[config.mk]
export PLATFORM = sky130hd
export DESIGN_NAME = osc_warmup_timer
export DESIGN_NICKNAME = d
export VERILOG_FILES = /design/src/rtl/owu_pkg.sv /design/src/rtl/owu_regs.sv /design/src/rtl/owu_prescaler.sv /design/src/rtl/owu_counter.sv /design/src/rtl/osc_warmup_timer.sv
export SDC_FILE = /design/constraint.sdc
export NUM_CORES = 1
export LEC_CHECK = 0
export ABC_AREA = 1
export BUFFER_PORTS_ARGS = -buffer_cell sky130_fd_sc_hd__buf_4
export CAP_MARGIN = 20
export CORE_MARGIN = 4
export CORE_UTILIZATION = 60
export CTS_BUF_LIST = sky130_fd_sc_hd__clkbuf_16
export CTS_CLUSTER_DIAMETER = 100
export DETAILED_ROUTE_END_ITERATION = 16
export HOLD_SLACK_MARGIN = 0.12
export PLACE_DENSITY = 0.86
export SLEW_MARGIN = 40
export SYNTH_ARGS = -nofsm -noshare
export SYNTH_HDL_FRONTEND = slang
export SYNTH_SLANG_ARGS = --single-unit
[constraint.sdc]
create_clock -name clk -period 4.2 [get_ports clk]
set_input_delay 0.42 -clock clk [delete_from_list [all_inputs] [get_ports clk]]
set_output_delay 0.42 -clock clk [all_outputs]
set_load 0.005 [all_outputs]
[src/rtl/owu_pkg.sv]
package owu_pkg;
  localparam int VAL_W    = 8;
  localparam int SHIFT    = 4;
  localparam int CNT_W    = VAL_W + SHIFT;
  localparam int PSEL_W   = 2;
  localparam int PCNT_W   = (1 << PSEL_W) - 1;
  localparam int CFG_BIT_CLR = 7;

  typedef struct packed {
    logic [PSEL_W-1:0] div_sel;
    logic              src_sel;
  } owu_cfg_t;

  localparam owu_cfg_t CFG_RESET = '{div_sel: 2'b11, src_sel: 1'b0};
endpackage

[src/rtl/owu_regs.sv]
module owu_regs
  import owu_pkg::*;
(
  input  logic             clk,
  input  logic             rst_n,
  input  logic             bus_wr,
  input  logic             bus_addr,
  input  logic [VAL_W-1:0] bus_wdata,
  input  logic             busy,
  output owu_cfg_t         cfg,
  output logic [VAL_W-1:0] wu_val,
  output logic             clr_req,
  output logic [VAL_W-1:0] bus_rdata
);
  logic wr_cfg, wr_val;
  logic unused_wbits;

  assign wr_cfg  = bus_wr && !bus_addr;
  assign wr_val  = bus_wr &&  bus_addr;
  assign clr_req = wr_cfg && bus_wdata[CFG_BIT_CLR];
  assign unused_wbits = ^{bus_wdata[6:4], bus_wdata[0]};

  always_ff @(posedge clk or negedge rst_n) begin
    if (!rst_n) begin
      cfg    <= CFG_RESET;
      wu_val <= '0;
    end else begin
      if (wr_cfg && !busy) begin
        cfg.div_sel <= bus_wdata[3:2];
        cfg.src_sel <= bus_wdata[1];
      end
      if (wr_val) wu_val <= bus_wdata;
    end
  end

  always_comb begin
    if (bus_addr) bus_rdata = wu_val;
    else          bus_rdata = {4'b0000, cfg.div_sel, cfg.src_sel, 1'b1};
  end
endmodule

[src/rtl/owu_prescaler.sv]
module owu_prescaler
  import owu_pkg::*;
(
  input  logic              clk,
  input  logic              rst_n,
  input  logic              run,
  input  logic              restart,
  input  logic              hs_tick,
  input  logic              ls_tick,
  input  owu_cfg_t          cfg,
  output logic              pre_tick
);
  logic              src_tick;
  logic [PCNT_W-1:0] pre_cnt;
  logic [PCNT_W-1:0] mask;

  assign src_tick = cfg.src_sel ? ls_tick : hs_tick;
  assign mask     = PCNT_W'((1 << cfg.div_sel) - 1);
  assign pre_tick = run && src_tick && ((pre_cnt & mask) == mask);

  always_ff @(posedge clk or negedge rst_n) begin
    if (!rst_n)                pre_cnt <= '0;
    else if (restart)          pre_cnt <= '0;
    else if (run && src_tick)  pre_cnt <= pre_cnt + 1'b1;
  end
endmodule

[src/rtl/owu_counter.sv]
module owu_counter
  import owu_pkg::*;
(
  input  logic             clk,
  input  logic             rst_n,
  input  logic             clr,
  input  logic             start_acc,
  input  logic             pre_tick,
  input  logic [VAL_W-1:0] wu_val,
  output logic             busy,
  output logic             done
);
  logic [CNT_W-1:0] cnt;
  logic [CNT_W-1:0] term;
  logic [CNT_W-1:0] term_d;

  assign term_d = (wu_val == '0) ? CNT_W'(1 << SHIFT) : (CNT_W'(wu_val) << SHIFT);

  always_ff @(posedge clk or negedge rst_n) begin
    if (!rst_n) begin
      busy <= 1'b0;
      done <= 1'b0;
      cnt  <= '0;
      term <= '0;
    end else begin
      done <= 1'b0;
      if (clr) begin
        busy <= 1'b0;
        cnt  <= '0;
      end else if (start_acc) begin
        busy <= 1'b1;
        cnt  <= '0;
        term <= term_d;
      end else if (busy && pre_tick) begin
        if (cnt == term - 1'b1) begin
          busy <= 1'b0;
          done <= 1'b1;
          cnt  <= '0;
        end else begin
          cnt <= cnt + 1'b1;
        end
      end
    end
  end
endmodule

[src/rtl/osc_warmup_timer.sv]
module osc_warmup_timer
  import owu_pkg::*;
(
  input  logic             clk,
  input  logic             rst_n,
  input  logic             bus_wr,
  input  logic             bus_addr,
  input  logic [VAL_W-1:0] bus_wdata,
  output logic [VAL_W-1:0] bus_rdata,
  input  logic             hs_tick,
  input  logic             ls_tick,
  input  logic             start,
  output logic             busy,
  output logic             done
);
  owu_cfg_t         cfg;
  logic [VAL_W-1:0] wu_val;
  logic             clr_req;
  logic             start_acc;
  logic             pre_tick;

  assign start_acc = start && !busy && !clr_req;

  owu_regs u_regs (
    .clk(clk), .rst_n(rst_n), .bus_wr(bus_wr), .bus_addr(bus_addr),
    .bus_wdata(bus_wdata), .busy(busy), .cfg(cfg), .wu_val(wu_val),
    .clr_req(clr_req), .bus_rdata(bus_rdata)
  );

  owu_prescaler u_pre (
    .clk(clk), .rst_n(rst_n), .run(busy), .restart(start_acc || clr_req),
    .hs_tick(hs_tick), .ls_tick(ls_tick), .cfg(cfg), .pre_tick(pre_tick)
  );

  owu_counter u_cnt (
    .clk(clk), .rst_n(rst_n), .clr(clr_req), .start_acc(start_acc),
    .pre_tick(pre_tick), .wu_val(wu_val), .busy(busy), .done(done)
  );
endmodule

Word-level counts from Yosys, hierarchy flattened
Index checks and enable logic that the tools add are counted.
{"block": "op_classes", "addsub": 4, "eq_ne": 2, "shifts": 1, "mux": 17, "bitwise": 2, "reduce_logical": 19}
{"cell": "$mux 12", "count": 5}
{"cell": "$add 12x1->12 const B", "count": 1}
{"cell": "$eq 12x12->1", "count": 1}
{"cell": "$sub 12x1->12 const B", "count": 1}
{"cell": "$logic_and 1x1->1", "count": 9}
{"cell": "$mux 1", "count": 9}
{"cell": "$logic_not 8->1", "count": 1}
{"cell": "$mux 8", "count": 1}
{"cell": "$mux 3", "count": 2}
{"cell": "$reduce_bool 3->1", "count": 2}
{"cell": "$reduce_and 2->1", "count": 2}
{"cell": "$add 3x1->3 const B", "count": 1}
{"cell": "$and 3x3->3", "count": 1}
{"cell": "$eq 3x3->1", "count": 1}
{"cell": "$logic_not 1->1", "count": 3}
{"cell": "$shl 1x2->3 const A", "count": 1}
{"cell": "$sub 3x2->3 const B", "count": 1}
{"cell": "$reduce_bool 2->1", "count": 1}
{"cell": "$logic_or 1x1->1", "count": 1}
{"cell": "$not 1->1", "count": 1}
{"block": "word_totals", "reg_bits": 40, "in_bits": 15, "out_inout_bits": 10}

Longest topological paths before layout
Gate-level depths: netlist of the first run.
{"block": "logic_depth", "depth_word": 9, "ltp_mapped": 12}

Hierarchy
Synthesis of the first run repeated with hierarchy kept, for this count alone.
{"block": "hier_totals", "cells_unflattened": 297, "area_unflattened_um2": 2215.9}
{"mod": "owu_counter", "n_inst": 1, "cells_per_inst": 189, "area_each_um2": 1411.4, "seq_area_each_um2": 550.5}
{"mod": "owu_regs", "n_inst": 1, "cells_per_inst": 71, "area_each_um2": 553.0, "seq_area_each_um2": 277.8}
{"mod": "owu_prescaler", "n_inst": 1, "cells_per_inst": 32, "area_each_um2": 227.7, "seq_area_each_um2": 75.1}
{"mod": "osc_warmup_timer", "n_inst": 1, "cells_per_inst": 5, "area_each_um2": 23.8, "seq_area_each_um2": 0.0}

Least setup slack after synthesis of the first run
OpenSTA, ideal clock, no wires.
{"block": "synth_timing", "path_type": "register -> register", "startpoint": "register u_cnt.term[4]", "endpoint": "register u_cnt.cnt[10]", "setup_time_ps": 120, "arrival_time_ps": 1468, "required_ps": 4080, "path_slack_ps": 2613, "stages_incl_launch_ff": 12, "n_path_buf": 0, "synth_period_minus_slack_ps": 1587, "cell_sequence": "dfrtp_1 inv_1 ha_1 nand3_1 inv_1 nand2_1 nand2_1 nand3_2 nor2_4 nand4_4 nand2_4 nor2_2"}
{"block": "synth_between", "elab_chain_len": 6}
{"item": "start: declaration", "line_no": "owu_counter.sv:14", "rtl": "logic [CNT_W-1:0] term;"}
{"item": "start signal: assignment", "line_no": "owu_counter.sv:33", "rtl": "term <= term_d;"}
{"item": "$sub 12x1->12", "line_no": "owu_counter.sv:35", "rtl": "if (cnt == term - 1'b1) begin"}
{"item": "$eq 12x12->1", "line_no": "owu_counter.sv:35"}
{"item": "$mux 12", "line_no": "owu_counter.sv:35"}
{"item": "$mux 12", "line_no": "owu_counter.sv:34", "rtl": "end else if (busy && pre_tick) begin"}
{"item": "$mux 12", "line_no": "owu_counter.sv:30", "rtl": "end else if (start_acc) begin"}
{"item": "$mux 12", "line_no": "owu_counter.sv:27", "rtl": "if (clr) begin"}
{"item": "end signal: assignment", "line_no": "owu_counter.sv:40", "rtl": "cnt <= cnt + 1'b1;"}
{"item": "end: declaration", "line_no": "owu_counter.sv:13", "rtl": "logic [CNT_W-1:0] cnt;"}
No other way between the ends. The select of a mux whose other input is x is not followed.
A chain may end at the register's enable or synchronous reset.

Worst setup path after layout of the first run
{"block": "layout_timing", "startpoint": "register u_cnt.term[4]", "endpoint": "register u_cnt.cnt[2]"}
The elaborated chain is that of the path after synthesis.

==> impl_results.html, run 1 <==
<table>
<tr><th>Metric</th><th>Value</th></tr>
<tr><th colspan="2">Clock network</th></tr>
<tr><td>Post-CTS clock slew at the launch and capture registers of the worst setup and hold paths</td><td>50 ps</td></tr>
<tr><td>Number of levels the H-tree was split into</td><td>2</td></tr>
<tr><td>Post-CTS Setup Bufs</td><td>0</td></tr>
<tr><td>CTS resizes</td><td>0</td></tr>
<tr><td>Max Root-Sink Buffers</td><td>2</td></tr>
<tr><td>Total clock buffers created by CTS</td><td>5</td></tr>
<tr><td>CTS hold repair buffers</td><td>1</td></tr>
<tr><td>Cell at the root of the clock tree</td><td>sky130_fd_sc_hd__clkbuf_16</td></tr>
<tr><td>Clock Sink Count</td><td>36</td></tr>
<tr><td>Worst skew pair latency</td><td>280 ps</td></tr>
<tr><td>TritonCTS clock tree</td><td>done</td></tr>
<tr><th colspan="2">Die</th></tr>
<tr><td>Full die area</td><td>4510 µm²</td></tr>
<tr><td>Die outline height</td><td>67.2 µm</td></tr>
<tr><td>Starting Density</td><td>62.4%</td></tr>
<tr><td>Number of primary I/O pins</td><td>25</td></tr>
<tr><td>Std-Cell Core Area</td><td>3360 µm²</td></tr>
<tr><td>Rows</td><td>21</td></tr>
<tr><td>Die W</td><td>67.2 µm</td></tr>
<tr><th colspan="2">Drt</th></tr>
<tr><td>Vias per std cell</td><td>5.14</td></tr>
<tr><td>Drt first pass iters</td><td>4</td></tr>
<tr><td>Met2 WL</td><td>2.13 mm</td></tr>
<tr><td>Drt total wl</td><td>4.23 mm</td></tr>
<tr><td>DRC violations left</td><td>0</td></tr>
<tr><td>Length of routed wiring on met1</td><td>1.81 mm</td></tr>
<tr><td>Number of routed nets with antenna violations</td><td>0</td></tr>
<tr><td>Highest metal layer with signal wires</td><td>met4</td></tr>
<tr><td>Wire length per cell</td><td>12.5 µm</td></tr>
<tr><td>Total number of vias</td><td>1742</td></tr>
<tr><td>Routed wl met3</td><td>194 µm</td></tr>
<tr><td>Number of violations reported at the end of detailed-routing iteration 0</td><td>145</td></tr>
<tr><th colspan="2">Worst setup path</th></tr>
<tr><td>CP Depth</td><td>11</td></tr>
<tr><td>Category of the most critical setup path</td><td>flop to flop</td></tr>
<tr><td>Max stage delay on crit path</td><td>350 ps</td></tr>
<tr><td>Data required time at the worst endpoint</td><td>4360 ps</td></tr>
<tr><td>Largest delay share family, worst path</td><td>simple AND/OR/NAND/NOR gates</td></tr>
<tr><td>Master of the slowest instance on the critical path</td><td>sky130_fd_sc_hd__dfrtp_1</td></tr>
<tr><td>Cell Chain, Critical Path</td><td>inv_1 -&gt; ha_1 -&gt; inv_1 -&gt; nand2_1 -&gt; nand3_1 -&gt; nor2_2 -&gt; nand3_2 -&gt; nor2_4 -&gt; nand4_4 -&gt; nand2_4 -&gt; nor2_2</td></tr>
<tr><td>Setup crit end kind</td><td>flop</td></tr>
<tr><td>Data arrival time of the critical path</td><td>1930 ps</td></tr>
<tr><td>Number of cells on the worst reg-to-reg path</td><td>11</td></tr>
<tr><td>Startpoint types</td><td>flop</td></tr>
<tr><td>Combined buffer and inverter count along the critical path</td><td>2</td></tr>
<tr><td>Crit Path Max Fanout</td><td>9</td></tr>
<tr><th colspan="2">Worst hold path</th></tr>
<tr><td>Hold crit path type</td><td>input port to flop</td></tr>
<tr><td>Hold Path Stages</td><td>2</td></tr>
<tr><th colspan="2">Synth</th></tr>
<tr><td>Avg Synthesized Cell Area</td><td>7.98 µm²</td></tr>
<tr><td>Most frequently used flop master after synthesis</td><td>sky130_fd_sc_hd__dfrtp_1</td></tr>
<tr><td>EDFF count, synth</td><td>0</td></tr>
<tr><td>Cell area after synthesis</td><td>2100 µm²</td></tr>
<tr><td>Cell variety after synth</td><td>35</td></tr>
<tr><td>Most frequently used cell type in the post-synthesis netlist</td><td>sky130_fd_sc_hd__nand2_1</td></tr>
<tr><td>Post-synthesis cell type with the largest combined area</td><td>sky130_fd_sc_hd__dfrtp_1</td></tr>
<tr><td>Synth warnings</td><td>0</td></tr>
<tr><td>Number of synthesized register bits</td><td>36</td></tr>
<tr><td>Synth area leaders</td><td>sky130_fd_sc_hd__dfrtp_1 41%, sky130_fd_sc_hd__nand2_1 11%, sky130_fd_sc_hd__inv_1 7.5%</td></tr>
<tr><td>Proportion of netlist area held by the largest area contributor</td><td>40.5%</td></tr>
<tr><td>Ys async rst share</td><td>100%</td></tr>
<tr><td>List of most frequent post-synthesis cells</td><td>63 x sky130_fd_sc_hd__nand2_1, 42 x sky130_fd_sc_hd__inv_1, 34 x sky130_fd_sc_hd__dfrtp_1, 20 x sky130_fd_sc_hd__nor2_1, 20 x sky130_fd_sc_hd__o21ai_0</td></tr>
<tr><td>Number of nets produced by synthesis</td><td>281</td></tr>
<tr><td>Synth Instances</td><td>263</td></tr>
<tr><td>Sequential cell area fraction in the yosys report</td><td>43.0%</td></tr>
<tr><th colspan="2">Power and ir drop</th></tr>
<tr><td>Largest voltage drop on the vdd net</td><td>0.348 mV</td></tr>
<tr><td>Ratio of total power to cell area</td><td>557 nW/µm²</td></tr>
<tr><td>Power after layout</td><td>0.00137 W</td></tr>
<tr><td>Leakage Power</td><td>1.30 nW</td></tr>
<tr><th colspan="2">Placement</th></tr>
<tr><td>Post-Place Cells</td><td>330</td></tr>
<tr><td>HPWL after detailed placement</td><td>3.12 mm</td></tr>
<tr><td>I/O Buffers</td><td>24</td></tr>
<tr><td>Post-place setup slack</td><td>2470 ps</td></tr>
<tr><td>Final weighted congestion in routability-driven placement</td><td>0.859</td></tr>
<tr><th colspan="2">Timing</th></tr>
<tr><td>Number of max-slew violations in the final report</td><td>0</td></tr>
<tr><td>Worst path setup slack after routing</td><td>2430 ps</td></tr>
<tr><td>TNS Setup</td><td>0 ps</td></tr>
<tr><td>Slew @ Worst Pin</td><td>511 ps</td></tr>
<tr><td>Worst clock skew on the final layout</td><td>3.74 ps</td></tr>
<tr><td>Max transition margin</td><td>65.8%</td></tr>
<tr><td>Final setup violation count</td><td>0</td></tr>
<tr><td>Final period utilization</td><td>42.1%</td></tr>
<tr><td>Maximum frequency from static timing analysis</td><td>566 MHz</td></tr>
<tr><td>Final Hold Viols</td><td>0</td></tr>
<tr><td>Setup repair after global routing missed its margin</td><td>no</td></tr>
<tr><td>Final Critical Period</td><td>1770 ps</td></tr>
<tr><th colspan="2">Layout</th></tr>
<tr><td>Fraction of layout cells with a size suffix above 1</td><td>21.5%</td></tr>
<tr><td>Antenna diode count</td><td>0</td></tr>
<tr><td>Post-layout nets</td><td>310</td></tr>
<tr><td>Signed area change from the synthesized netlist to the final layout</td><td>17.4%</td></tr>
<tr><td>Cell Count, Final, Fillers Out</td><td>339</td></tr>
<tr><th colspan="2">Global route</th></tr>
<tr><td>Wire length of the first global-routing pass</td><td>7.51 mm</td></tr>
<tr><td>Total congestion overflow</td><td>0</td></tr>
<tr><td>Tot GR Track Use</td><td>22.6%</td></tr>
<tr><td>Vias in the first global route</td><td>1732</td></tr>
<tr><td>Antenna violations before repair</td><td>0</td></tr>
<tr><td>Maximum number of pins on one net before global-route repair</td><td>37</td></tr>
<tr><th colspan="2">Status</th></tr>
<tr><td>Outcome</td><td>finished, final reports clean</td></tr>
<tr><th colspan="2">Flow run</th></tr>
<tr><td># Max-Cap Violations</td><td>0</td></tr>
</table>
==> state kept, by name, indices dropped and copies added, names as in the netlist <==
register	count
u_cnt.done	1
u_pre.pre_cnt	3
u_cnt.cnt	12
u_cnt.busy	1
u_cnt.term	8
u_regs.wu_val	8
u_regs.cfg	3
==> final timing paths <==
| path | startpoint | endpoint | slack [ps] |
|---|---|---|---|
| setup / recovery | u_cnt.term[4] | u_cnt.cnt[2] | 2430 |
| min in group asynchronous | rst_n | u_cnt.cnt[5] | 630 |
| setup reg to reg | u_cnt.term[4] | u_cnt.cnt[2] | 2430 |
| max in group asynchronous | rst_n | u_regs.cfg[2] | 3220 |
| hold reg to reg | u_regs.wu_val[2] | u_regs.wu_val[2] | 500 |
| hold / removal | bus_wdata[0] | u_regs.wu_val[0] | 370 |
==> layout by cell type (no fill, tap or decap), drive strengths merged <==
master,Yosys,layout
dlygate4sd3,0,1
dfstp,2,2
o21ai,24,24
nand2,67,67
nor3,3,3
clkinv,1,2
xor2,8,8
dfrtp,34,34
a21oi,8,8
inv,45,47
nand3b,1,1
xnor2,2,2
mux2,1,1
clkbuf,2,5
nor4,1,1
nand3,18,18
nor2,34,34
or2,1,1
mux2i,1,1
o22ai,1,1
buf,1,24
nand4,5,5
ha,3,3
==> layout make-up <==
class                           count  area, µm²
Sequential cell                    36        903
Inverter                           46        180
Fill cell                         277        898
Multi-Input combinational cell    178        997
Timing Repair Buffer               25        190
Clock buffer                        5        125
Clock inverter                      3       11.3
Tap cell                           46       57.6
==> report_power, final <==
part	internal, W	switching (W)
sequential	0.000440	0.0000930
combinational	0.000185	0.000314
clock	0.000213	0.000128
total	0.000838	0.000536
==> cell families (layout without fill, tap and decap cells) <==
| kind of cell | count (synthesis) | after routing | share of synthesized area (%) |
|---|---|---|---|
| and+or+nand+nor | 130 | 130 | 32.4 |
| buffers and inverters | 49 | 79 | 9.48 |
| DFF | 36 | 36 | 43.0 |
| AOI/OAI and AO/OA | 33 | 33 | 8.11 |
| xor gates and xnor gates | 10 | 10 | 4.17 |
| adders and majority gates | 3 | 3 | 1.79 |
| muxes | 2 | 2 | 1.01 |
==> through the flow <==
step	cell area (µm²)	hold slack (ps)	utilization [%]
after floorplan	2100	124	-
after detailed placement	2320	400	68.9
after CTS	2460	370	73.3
after global routing	2460	381	73.3
after global placement	2320	400	68.9
final	2460	375	73.3
==> routing by layer <==
metal	track usage [%]	vias up
met5	0	-
met4	10.1	0
met3	6.32	9
met2	35.2	42
met1	29.3	812
li1	-	879
(Power assumes the default switching activity.)
==> run 2, diff against run 1 <==
--- a/config.mk
+++ b/config.mk
@@ -9,12 +9,12 @@
 export BUFFER_PORTS_ARGS = -buffer_cell sky130_fd_sc_hd__buf_4
 export CAP_MARGIN = 20
 export CORE_MARGIN = 4
-export CORE_UTILIZATION = 60
+export CORE_UTILIZATION = 58
 export CTS_BUF_LIST = sky130_fd_sc_hd__clkbuf_16
 export CTS_CLUSTER_DIAMETER = 100
 export DETAILED_ROUTE_END_ITERATION = 16
 export HOLD_SLACK_MARGIN = 0.12
-export PLACE_DENSITY = 0.86
+export PLACE_DENSITY = 0.83
 export SLEW_MARGIN = 40
 export SYNTH_ARGS = -nofsm -noshare
 export SYNTH_HDL_FRONTEND = slang
==> constraint.sdc (replaced) <==
create_clock -name clk -period 1.8 [get_ports clk]
set_input_delay 0.18 -clock clk [delete_from_list [all_inputs] [get_ports clk]]
set_output_delay 0.18 -clock clk [all_outputs]
set_load 0.005 [all_outputs]
==> impl_results.html, run 2 (synthesis results as in run 1) <==
<table>
<tr><th>Metric</th><th>Value</th></tr>
<tr><th colspan="2">Status</th></tr>
<tr><td>Outcome</td><td>finished, final reports clean</td></tr>
<tr><th colspan="2">Layout</th></tr>
<tr><td>Number of inserted filler cells in the final layout</td><td>243 (-12%)</td></tr>
<tr><td>Largest registers</td><td>u_cnt.cnt: 12 flops, u_cnt.term: 8 flops, u_regs.wu_val: 8 flops</td></tr>
<tr><td>Fraction of layout cells with a size suffix above 1</td><td>25.1% (+3.6 points)</td></tr>
<tr><td>Largest Register</td><td>u_cnt.cnt</td></tr>
<tr><td>FF/Latch Area</td><td>903 µm² (unchanged)</td></tr>
<tr><td>Cell Count, Final, Fillers Out</td><td>345 (+1.8%)</td></tr>
<tr><td>Multi-input gate area in the final layout</td><td>1040 µm² (+4.0%)</td></tr>
<tr><td>Post-layout nets</td><td>316 (+1.9%)</td></tr>
<tr><td>Most frequent standard cell in the layout excluding fill and tap cells</td><td>sky130_fd_sc_hd__nand2_1</td></tr>
<tr><td>Largest register FFs</td><td>12 (unchanged)</td></tr>
<tr><td>Signed area change from the synthesized netlist to the final layout</td><td>21.1%</td></tr>
<tr><td>Antenna diode count</td><td>0 (unchanged)</td></tr>
<tr><td>Most frequent cells in the layout</td><td>62 x sky130_fd_sc_hd__nand2_1, 41 x sky130_fd_sc_hd__inv_1, 34 x sky130_fd_sc_hd__dfrtp_1</td></tr>
<tr><th colspan="2">Power and ir drop</th></tr>
<tr><td>Reg power frac</td><td>36.3% (-2.5 points)</td></tr>
<tr><td>Clock share of power</td><td>23.9% (-0.9 points)</td></tr>
<tr><td>Portion of total power attributed to combinational logic</td><td>39.8% (+3.4 points)</td></tr>
<tr><td>Power after layout</td><td>0.00336 W (+140%)</td></tr>
<tr><td>Largest voltage drop on the vdd net</td><td>0.797 mV (+130%)</td></tr>
<tr><td>Internal power</td><td>0.00204 W (+140%)</td></tr>
<tr><td>Switching power share of the total</td><td>39.1% (+0.14 points)</td></tr>
<tr><td>Ratio of total power to cell area</td><td>1320 nW/µm² (+140%)</td></tr>
<tr><td>Net switching power</td><td>0.00131 W (+150%)</td></tr>
<tr><td>Leakage Power</td><td>1.33 nW (+2.2%)</td></tr>
<tr><th colspan="2">Global route</th></tr>
<tr><td>Wire length of the first global-routing pass</td><td>7.44 mm (-1.0%)</td></tr>
<tr><td>Vias in the first global route</td><td>1601 (-7.6%)</td></tr>
<tr><td>Total congestion overflow</td><td>0 (unchanged)</td></tr>
<tr><td>Antenna violations before repair</td><td>0 (unchanged)</td></tr>
<tr><td>Tot GR Track Use</td><td>22.4% (-0.18 points)</td></tr>
<tr><td>Maximum number of pins on one net before global-route repair</td><td>37 (unchanged)</td></tr>
<tr><th colspan="2">Worst setup path</th></tr>
<tr><td>Crit Path Max Fanout</td><td>5 (-4)</td></tr>
<tr><td>Data required time at the worst endpoint</td><td>1960 ps (-2400 ps)</td></tr>
<tr><td>Timing endpoint of the critical path</td><td>u_cnt.cnt[9]</td></tr>
<tr><td>Source of the critical timing path</td><td>u_cnt.term[4]</td></tr>
<tr><td>Number of cells on the worst reg-to-reg path</td><td>11 (unchanged)</td></tr>
<tr><td>Startpoint types</td><td>flop</td></tr>
<tr><td>Category of the most critical setup path</td><td>flop to flop</td></tr>
<tr><td>Reg-to-reg critical path startpoint</td><td>u_cnt.term[4]</td></tr>
<tr><td>Reg-to-reg slack, setup</td><td>80 ps (-2350 ps)</td></tr>
<tr><td>Data arrival time of the critical path</td><td>1880 ps (-50 ps)</td></tr>
<tr><td>Setup crit end kind</td><td>flop</td></tr>
<tr><td>FF-to-FF End</td><td>u_cnt.cnt[9]</td></tr>
<tr><th colspan="2">Drt</th></tr>
<tr><td>Wire length per cell</td><td>13.2 µm (+5.6%)</td></tr>
<tr><td>Total number of vias</td><td>1765 (+1.3%)</td></tr>
<tr><td>Number of routed nets with antenna violations</td><td>0 (unchanged)</td></tr>
<tr><td>Drt total wl</td><td>4.54 mm (+7.5%)</td></tr>
<tr><td>Number of violations reported at the end of detailed-routing iteration 0</td><td>135 (-6.9%)</td></tr>
<tr><td>DRC violations left</td><td>0 (unchanged)</td></tr>
<tr><td>Vias per std cell</td><td>5.12 (-0.44%)</td></tr>
<tr><td>Drt first pass iters</td><td>7 (+3)</td></tr>
<tr><th colspan="2">Timing</th></tr>
<tr><td>Number of max-slew violations in the final report</td><td>0 (unchanged)</td></tr>
<tr><td>Maximum frequency from static timing analysis</td><td>582 MHz (+2.9%)</td></tr>
<tr><td>TNS Setup</td><td>0 ps (unchanged)</td></tr>
<tr><td>Max transition margin</td><td>70.9% (+5.0 points)</td></tr>
<tr><td>Final period utilization</td><td>95.5% (+53 points)</td></tr>
<tr><td>Slew @ Worst Pin</td><td>437 ps (-74.3 ps)</td></tr>
<tr><td>Worst path setup slack after routing</td><td>81.7 ps (-2350 ps)</td></tr>
<tr><td>Final Hold Viols</td><td>0 (unchanged)</td></tr>
<tr><td>Final setup violation count</td><td>0 (unchanged)</td></tr>
<tr><td>Final Critical Period</td><td>1720 ps (-49.6 ps)</td></tr>
<tr><td>Setup repair after global routing missed its margin</td><td>yes</td></tr>
<tr><td>Worst clock skew on the final layout</td><td>5.58 ps (+1.83 ps)</td></tr>
<tr><th colspan="2">Clock network</th></tr>
<tr><td>Max Root-Sink Buffers</td><td>2 (unchanged)</td></tr>
<tr><td>Worst skew pair latency</td><td>280 ps (about the same)</td></tr>
<tr><td>Post-CTS clock slew at the launch and capture registers of the worst setup and hold paths</td><td>50 ps (about the same)</td></tr>
<tr><td>Number of levels the H-tree was split into</td><td>2 (unchanged)</td></tr>
<tr><td>TritonCTS clock tree</td><td>done</td></tr>
<tr><td>Cell at the root of the clock tree</td><td>sky130_fd_sc_hd__clkbuf_16</td></tr>
<tr><td>Total clock buffers created by CTS</td><td>5 (unchanged)</td></tr>
<tr><td>Clock Sink Count</td><td>36 (unchanged)</td></tr>
<tr><th colspan="2">Die</th></tr>
<tr><td>Std-Cell Core Area</td><td>3420 µm² (+1.6%)</td></tr>
<tr><td>Die outline height</td><td>68.2 µm (+1.5%)</td></tr>
<tr><td>Rows</td><td>21 (unchanged)</td></tr>
<tr><td>Die W</td><td>68.2 µm (+1.5%)</td></tr>
<tr><td>Number of primary I/O pins</td><td>25 (unchanged)</td></tr>
<tr><td>Starting Density</td><td>61.5% (-0.96 points)</td></tr>
<tr><td>Full die area</td><td>4650 µm² (+3.0%)</td></tr>
<tr><th colspan="2">Placement</th></tr>
<tr><td>Post-Place Cells</td><td>334 (+1.2%)</td></tr>
<tr><td>Post-place setup slack</td><td>102 ps (-2370 ps)</td></tr>
<tr><td>I/O Buffers</td><td>24 (unchanged)</td></tr>
<tr><td>HPWL after detailed placement</td><td>3.20 mm (+2.4%)</td></tr>
<tr><td>Final weighted congestion in routability-driven placement</td><td>0.901 (+4.8%)</td></tr>
<tr><th colspan="2">Worst hold path</th></tr>
<tr><td>Hold crit path type</td><td>input port to flop</td></tr>
<tr><td>Hold Path Stages</td><td>3 (+1)</td></tr>
<tr><th colspan="2">Flow run</th></tr>
<tr><td># Max-Cap Violations</td><td>0 (unchanged)</td></tr>
</table>
==> run 2: cell types whose count changed in the layout (fill, tap and decap cells not counted), sizes merged <==
cell | previous run | this run
buf | 24 | 29
nand2 | 67 | 68
==> run 2: routing by layer <==
layer | share of wire [%] | track usage [%] | vias to the layer above | wire length (µm)
met4 | 1.7 | 8.19 | 0 | 78
met3 | 4.5 | 6.40 | 8 | 203
met1 | 43 | 29.1 | 815 | 1930
met2 | 51 | 35.6 | 43 | 2330
met5 | 0 | 0 | - | 0
li1 | - | - | 899 | -
==> run 2: final cells by class <==
class,count,area share [%]
Inverter,46,7.09
Multi-Input combinational cell,179,40.8
Clock buffer,5,4.92
Sequential cell,36,35.5
Timing Repair Buffer,30,8.96
Clock inverter,3,0.443
Tap cell,46,2.26
==> run 2: repair_timing <==
action | 4_1_cts | 5_1_grt
hold buffers | 1 | 0
setup buffers | 0 | 1
endpoints found under the setup margin | 0 | 12
gates resized for setup | 0 | 7
hold endpoints to repair | 34 | 0
==> run 2: power groups by stage <==
stage / Clock (W) / Sequential (W) / Combinational (W)
CTS: 0.000814 / 0.00121 / 0.00124
global placement: 0 / 0.00122 / 0.00118
detailed placement: 0 / 0.00123 / 0.00122
floorplan: 0 / 0.00119 / 0.000888
finish: 0.000804 / 0.00122 / 0.00134
global route: 0.000854 / 0.00125 / 0.00150
==> run 2: critical path, cell delays in order (launching register included) <==
cell	delay, ps
sky130_fd_sc_hd__dfrtp_1	370
sky130_fd_sc_hd__inv_2	70
sky130_fd_sc_hd__ha_4	280
sky130_fd_sc_hd__inv_2	40
sky130_fd_sc_hd__nand2_2	50
sky130_fd_sc_hd__nand3_2	80
sky130_fd_sc_hd__nor2_2	120
sky130_fd_sc_hd__nand3_2	80
sky130_fd_sc_hd__nor2_4	140
sky130_fd_sc_hd__nand4_4	170
sky130_fd_sc_hd__nand2_8	150
sky130_fd_sc_hd__nor2_2	40
==> run 2: worst min-delay path by stage <==
stage | slack (ps) | endpoint | start
after floorplan | -120 | u_cnt.busy | rst_n
after global placement | 160 | u_cnt.cnt[5] | rst_n
after detailed placement | 160 | u_cnt.cnt[5] | rst_n
after CTS | 150 | u_regs.wu_val[5] | bus_wdata[5]
after global routing | 150 | u_regs.wu_val[0] | bus_wdata[0]
final | 150 | u_regs.wu_val[5] | bus_wdata[5]
==> run 2: per-stage QoR <==
| stage | instance area (µm²) | util, % | hold WS, ps |
|---|---|---|---|
| 4_1_cts | 2490 | 73.0 | 148 |
| 6_report | 2540 | 74.4 | 148 |
| 5_1_grt | 2540 | 74.4 | 152 |
| 3_3_place_gp | 2350 | 68.8 | 162 |
| 3_5_place_dp | 2350 | 68.8 | 158 |
| 2_1_floorplan | 2100 | - | -116 |
==> run 3, diff against run 2 <==
--- a/config.mk
+++ b/config.mk
@@ -12,10 +12,12 @@
 export CORE_UTILIZATION = 58
 export CTS_BUF_LIST = sky130_fd_sc_hd__clkbuf_16
 export CTS_CLUSTER_DIAMETER = 100
+export CTS_CLUSTER_SIZE = 16
 export DETAILED_ROUTE_END_ITERATION = 16
 export HOLD_SLACK_MARGIN = 0.12
 export PLACE_DENSITY = 0.83
 export SLEW_MARGIN = 40
 export SYNTH_ARGS = -nofsm -noshare
 export SYNTH_HDL_FRONTEND = slang
+export SYNTH_HIERARCHICAL = 1
 export SYNTH_SLANG_ARGS = --single-unit
==> impl_results.html, run 3 <==
<table>
<tr><th>Metric</th><th>Value</th></tr>
<tr><th colspan="2">Drt</th></tr>
<tr><td>Wire length per cell</td><td>13.6 µm (+3.0%)</td></tr>
<tr><td>Number of violations reported at the end of detailed-routing iteration 0</td><td>245 (+81%)</td></tr>
<tr><td>DRC violations left</td><td>0 (unchanged)</td></tr>
<tr><td>Vias per std cell</td><td>5.31 (+3.8%)</td></tr>
<tr><td>Total number of vias</td><td>2103 (+19%)</td></tr>
<tr><td>Number of routed nets with antenna violations</td><td>0 (unchanged)</td></tr>
<tr><td>Drt first pass iters</td><td>4 (-3)</td></tr>
<tr><td>Drt total wl</td><td>5.37 mm (+18%)</td></tr>
<tr><th colspan="2">Power and ir drop</th></tr>
<tr><td>Largest voltage drop on the vdd net</td><td>0.786 mV (-1.4%)</td></tr>
<tr><td>Ratio of total power to cell area</td><td>1310 nW/µm² (-1.0%)</td></tr>
<tr><td>Leakage Power</td><td>1.47 nW (+10%)</td></tr>
<tr><td>Power after layout</td><td>0.00366 W (+9.1%)</td></tr>
<tr><th colspan="2">Synth</th></tr>
<tr><td>Synth area leaders</td><td>sky130_fd_sc_hd__dfrtp_1 38%, sky130_fd_sc_hd__nand2_1 17%, sky130_fd_sc_hd__inv_1 5.6%</td></tr>
<tr><td>Synth Instances</td><td>297 (+13%)</td></tr>
<tr><td>Number of nets produced by synthesis</td><td>315 (+12%)</td></tr>
<tr><td>Cell variety after synth</td><td>32 (-8.6%)</td></tr>
<tr><td>Ys async rst share</td><td>100% (unchanged)</td></tr>
<tr><td>Number of synthesized register bits</td><td>36 (unchanged)</td></tr>
<tr><td>Sequential cell area fraction in the yosys report</td><td>40.8% (-2.3 points)</td></tr>
<tr><td>Synth warnings</td><td>6 (+6)</td></tr>
<tr><td>Most frequently used cell type in the post-synthesis netlist</td><td>sky130_fd_sc_hd__nand2_1</td></tr>
<tr><td>EDFF count, synth</td><td>0 (unchanged)</td></tr>
<tr><td>Most frequently used flop master after synthesis</td><td>sky130_fd_sc_hd__dfrtp_1</td></tr>
<tr><td>Cell area after synthesis</td><td>2220 µm² (+5.5%)</td></tr>
<tr><td>Proportion of netlist area held by the largest area contributor</td><td>38.4% (-2.1 points)</td></tr>
<tr><td>Avg Synthesized Cell Area</td><td>7.46 µm² (-6.5%)</td></tr>
<tr><td>List of most frequent post-synthesis cells</td><td>101 x sky130_fd_sc_hd__nand2_1, 34 x sky130_fd_sc_hd__dfrtp_1, 33 x sky130_fd_sc_hd__inv_1, 23 x sky130_fd_sc_hd__nand3_1, 19 x sky130_fd_sc_hd__nor2_1</td></tr>
<tr><td>Post-synthesis cell type with the largest combined area</td><td>sky130_fd_sc_hd__dfrtp_1</td></tr>
<tr><th colspan="2">Layout</th></tr>
<tr><td>Post-layout nets</td><td>365 (+16%)</td></tr>
<tr><td>Signed area change from the synthesized netlist to the final layout</td><td>26.4%</td></tr>
<tr><td>Antenna diode count</td><td>0 (unchanged)</td></tr>
<tr><td>Most frequent standard cell in the layout excluding fill and tap cells</td><td>sky130_fd_sc_hd__nand2_1</td></tr>
<tr><td>Largest register FFs</td><td>12 (unchanged)</td></tr>
<tr><td>Final core area utilization</td><td>75.9% (+1.5 points)</td></tr>
<tr><td>Largest Register</td><td>u_cnt/cnt</td></tr>
<tr><td>Fraction of layout cells with a size suffix above 1</td><td>29.3% (+4.2 points)</td></tr>
<tr><td>Largest registers</td><td>u_cnt/cnt: 12 flops, u_cnt/term: 8 flops, u_regs/wu_val: 8 flops</td></tr>
<tr><td>Number of inserted filler cells in the final layout</td><td>262 (+7.8%)</td></tr>
<tr><td>Most frequent cells in the layout</td><td>95 x sky130_fd_sc_hd__nand2_1, 47 x sky130_fd_sc_hd__buf_4, 34 x sky130_fd_sc_hd__inv_1</td></tr>
<tr><th colspan="2">Die</th></tr>
<tr><td>Rows</td><td>22 (+4.8%)</td></tr>
<tr><td>Std-Cell Core Area</td><td>3690 µm² (+8.0%)</td></tr>
<tr><td>Die outline height</td><td>69.8 µm (+2.4%)</td></tr>
<tr><td>Number of primary I/O pins</td><td>25 (unchanged)</td></tr>
<tr><td>Full die area</td><td>4870 µm² (+4.9%)</td></tr>
<tr><td>Starting Density</td><td>60.1% (-1.4 points)</td></tr>
<tr><td>Die W</td><td>69.8 µm (+2.4%)</td></tr>
<tr><th colspan="2">Global route</th></tr>
<tr><td>Maximum number of pins on one net before global-route repair</td><td>37 (unchanged)</td></tr>
<tr><td>Total congestion overflow</td><td>0 (unchanged)</td></tr>
<tr><td>Tot GR Track Use</td><td>21.6% (-0.77 points)</td></tr>
<tr><td>Wire length of the first global-routing pass</td><td>8.55 mm (+15%)</td></tr>
<tr><td>Antenna violations before repair</td><td>0 (unchanged)</td></tr>
<tr><td>Vias in the first global route</td><td>1941 (+21%)</td></tr>
<tr><th colspan="2">Clock network</th></tr>
<tr><td>Post-CTS clock slew at the launch and capture registers of the worst setup and hold paths</td><td>60 ps (about the same)</td></tr>
<tr><td>Cell at the root of the clock tree</td><td>sky130_fd_sc_hd__clkbuf_16</td></tr>
<tr><td>Clock Sink Count</td><td>36 (unchanged)</td></tr>
<tr><td>Number of levels the H-tree was split into</td><td>2 (unchanged)</td></tr>
<tr><td>TritonCTS clock tree</td><td>done</td></tr>
<tr><td>Worst skew pair latency</td><td>280 ps (about the same)</td></tr>
<tr><td>Total clock buffers created by CTS</td><td>5 (unchanged)</td></tr>
<tr><td>Max Root-Sink Buffers</td><td>2 (unchanged)</td></tr>
<tr><th colspan="2">Timing</th></tr>
<tr><td>Final period utilization</td><td>101% (+5.2 points)</td></tr>
<tr><td>Final Critical Period</td><td>1810 ps (+92.8 ps)</td></tr>
<tr><td>Final setup violation count</td><td>1 (+1)</td></tr>
<tr><td>Setup repair after global routing missed its margin</td><td>yes</td></tr>
<tr><td>Maximum frequency from static timing analysis</td><td>552 MHz (-5.1%)</td></tr>
<tr><td>Worst hold slack</td><td>133 ps (-15.8 ps)</td></tr>
<tr><td>Worst clock skew on the final layout</td><td>4.48 ps (-1.09 ps)</td></tr>
<tr><td>Slew @ Worst Pin</td><td>457 ps (+20.4 ps)</td></tr>
<tr><td>Worst path setup slack after routing</td><td>-11.0 ps (-92.8 ps)</td></tr>
<tr><td>Max transition margin</td><td>69.5% (-1.4 points)</td></tr>
<tr><td>Number of max-slew violations in the final report</td><td>0 (unchanged)</td></tr>
<tr><td>Final Hold Viols</td><td>0 (unchanged)</td></tr>
<tr><th colspan="2">Placement</th></tr>
<tr><td>Final weighted congestion in routability-driven placement</td><td>0.862 (-4.2%)</td></tr>
<tr><td>I/O Buffers</td><td>24 (unchanged)</td></tr>
<tr><td>HPWL after detailed placement</td><td>3.60 mm (+13%)</td></tr>
<tr><td>Post-place setup slack</td><td>-32.7 ps (-135 ps)</td></tr>
<tr><th colspan="2">Worst setup path</th></tr>
<tr><td>Max stage delay on crit path</td><td>410 ps (+40 ps)</td></tr>
<tr><td>Data required time at the worst endpoint</td><td>1970 ps (about the same)</td></tr>
<tr><td>Crit Path Max Fanout</td><td>5 (unchanged)</td></tr>
<tr><td>Largest delay share family, worst path</td><td>simple AND/OR/NAND/NOR gates</td></tr>
<tr><td>Most prevalent standard cell on the critical path</td><td>sky130_fd_sc_hd__nand2_4</td></tr>
<tr><td>Data arrival time of the critical path</td><td>1980 ps (+100 ps)</td></tr>
<tr><td>Startpoint types</td><td>flop</td></tr>
<tr><td>Combined buffer and inverter count along the critical path</td><td>3 (+1)</td></tr>
<tr><td>Category of the most critical setup path</td><td>flop to flop</td></tr>
<tr><td>Master of the slowest instance on the critical path</td><td>sky130_fd_sc_hd__dfrtp_1</td></tr>
<tr><td>Setup crit end kind</td><td>flop</td></tr>
<tr><td>Cell Chain, Critical Path</td><td>inv_1 -&gt; nand2_2 -&gt; nand2_4 -&gt; nand2_4 -&gt; inv_2 -&gt; o21ai_2 -&gt; inv_2 -&gt; nand2_4 -&gt; nand2_4 -&gt; nand2_2 -&gt; nor2_2 -&gt; nand3_2 -&gt; nor2_2 -&gt; xnor2_2 -&gt; a21oi_2</td></tr>
<tr><th colspan="2">Status</th></tr>
<tr><td>Violated checks</td><td>setup timing</td></tr>
<tr><td>Outcome</td><td>finished with violations</td></tr>
<tr><th colspan="2">Worst hold path</th></tr>
<tr><td>Hold crit path type</td><td>input port to flop</td></tr>
<tr><th colspan="2">Flow run</th></tr>
<tr><td># Max-Cap Violations</td><td>0 (unchanged)</td></tr>
</table>
## run 3: cell types whose count changed after synthesis, sizes merged, moves of 3 or more
cell	previous run	this run
nor2	34	26
o21ai	24	13
nand3	18	24
inv	45	39
a21oi	8	13
buf	1	4
xnor2	2	5
nand2	67	111
## run 3: cells by family after synthesis
kind of cell | synth area share (%)
compound gates | 8.07
xor+xnor | 4.74
fa+ha+maj | 1.69
buf+inv | 9.49
flops | 40.8
simple gates | 35.2
## run 3: report_power, final
part,internal (W),leakage [nW],switching (W)
logic,0.000700,0.929,0.000904
clock network,0.000497,0.0738,0.000310
registers,0.00103,0.464,0.000225
## run 3: path summary, 6_finish.rpt
check,cells after the start,slack (ps),from,endpoint
worst min-delay path,3,130,bus_wdata[6],u_regs/wu_val[6]
worst max-delay path,15,-10,u_regs/cfg[0],u_cnt/cnt[10]
worst min register to register,2,490,u_regs/cfg[2],u_regs/cfg[2]
min in group asynchronous,2,400,rst_n,u_cnt/term[8]
max in group asynchronous,2,1060,rst_n,u_regs/cfg[2]
worst max register to register,15,-10,u_regs/cfg[0],u_cnt/cnt[10]
## run 3: what timing repair did
| action | in CTS | in global routing |
|---|---|---|
| hold buffers | 1 | 0 |
| resized for setup | 4 | 12 |
| setup buffers | 3 | 11 |
| endpoints found under the hold margin | 34 | 0 |
| pin swaps | 2 | 3 |
| endpoints found under the setup margin | 2 | 12 |
## run 3: layer usage
layer  up-vias  routed length [µm]  GRT usage (%)
met5         -                   0              0
met4         0                 106           7.66
met3        15                 284           5.65
met2        85                2820           37.7
met1       974                2160           25.6
li1       1029                   -              -
## run 3: worst min-delay path: stages
cell and delay, ps:
sky130_fd_sc_hd__buf_4 80, sky130_fd_sc_hd__nand3_1 60, sky130_fd_sc_hd__nand2_1 60
## run 3: through the flow
step | area (µm²) | instances | setup TNS [ps]
after floorplan | 2220 | 297 | 0
after global routing | 2800 | 396 | -329
final | 2800 | 396 | -11.0
after CTS | 2670 | 386 | 0
after global placement | 2490 | 374 | 0
after detailed placement | 2490 | 374 | -32.7
## run 3: layout make-up
type / count / area, µm² / share of cell area [%]
Clock buffer: 5 / 125 / 4.47
Clock inverter: 3 / 11.3 / 0.402
Multi-Input combinational cell: 215 / 1160 / 41.6
Timing Repair Buffer: 49 / 383 / 13.7
Tap cell: 48 / 60.1 / 2.14
Inverter: 40 / 153 / 5.45
Sequential cell: 36 / 905 / 32.3
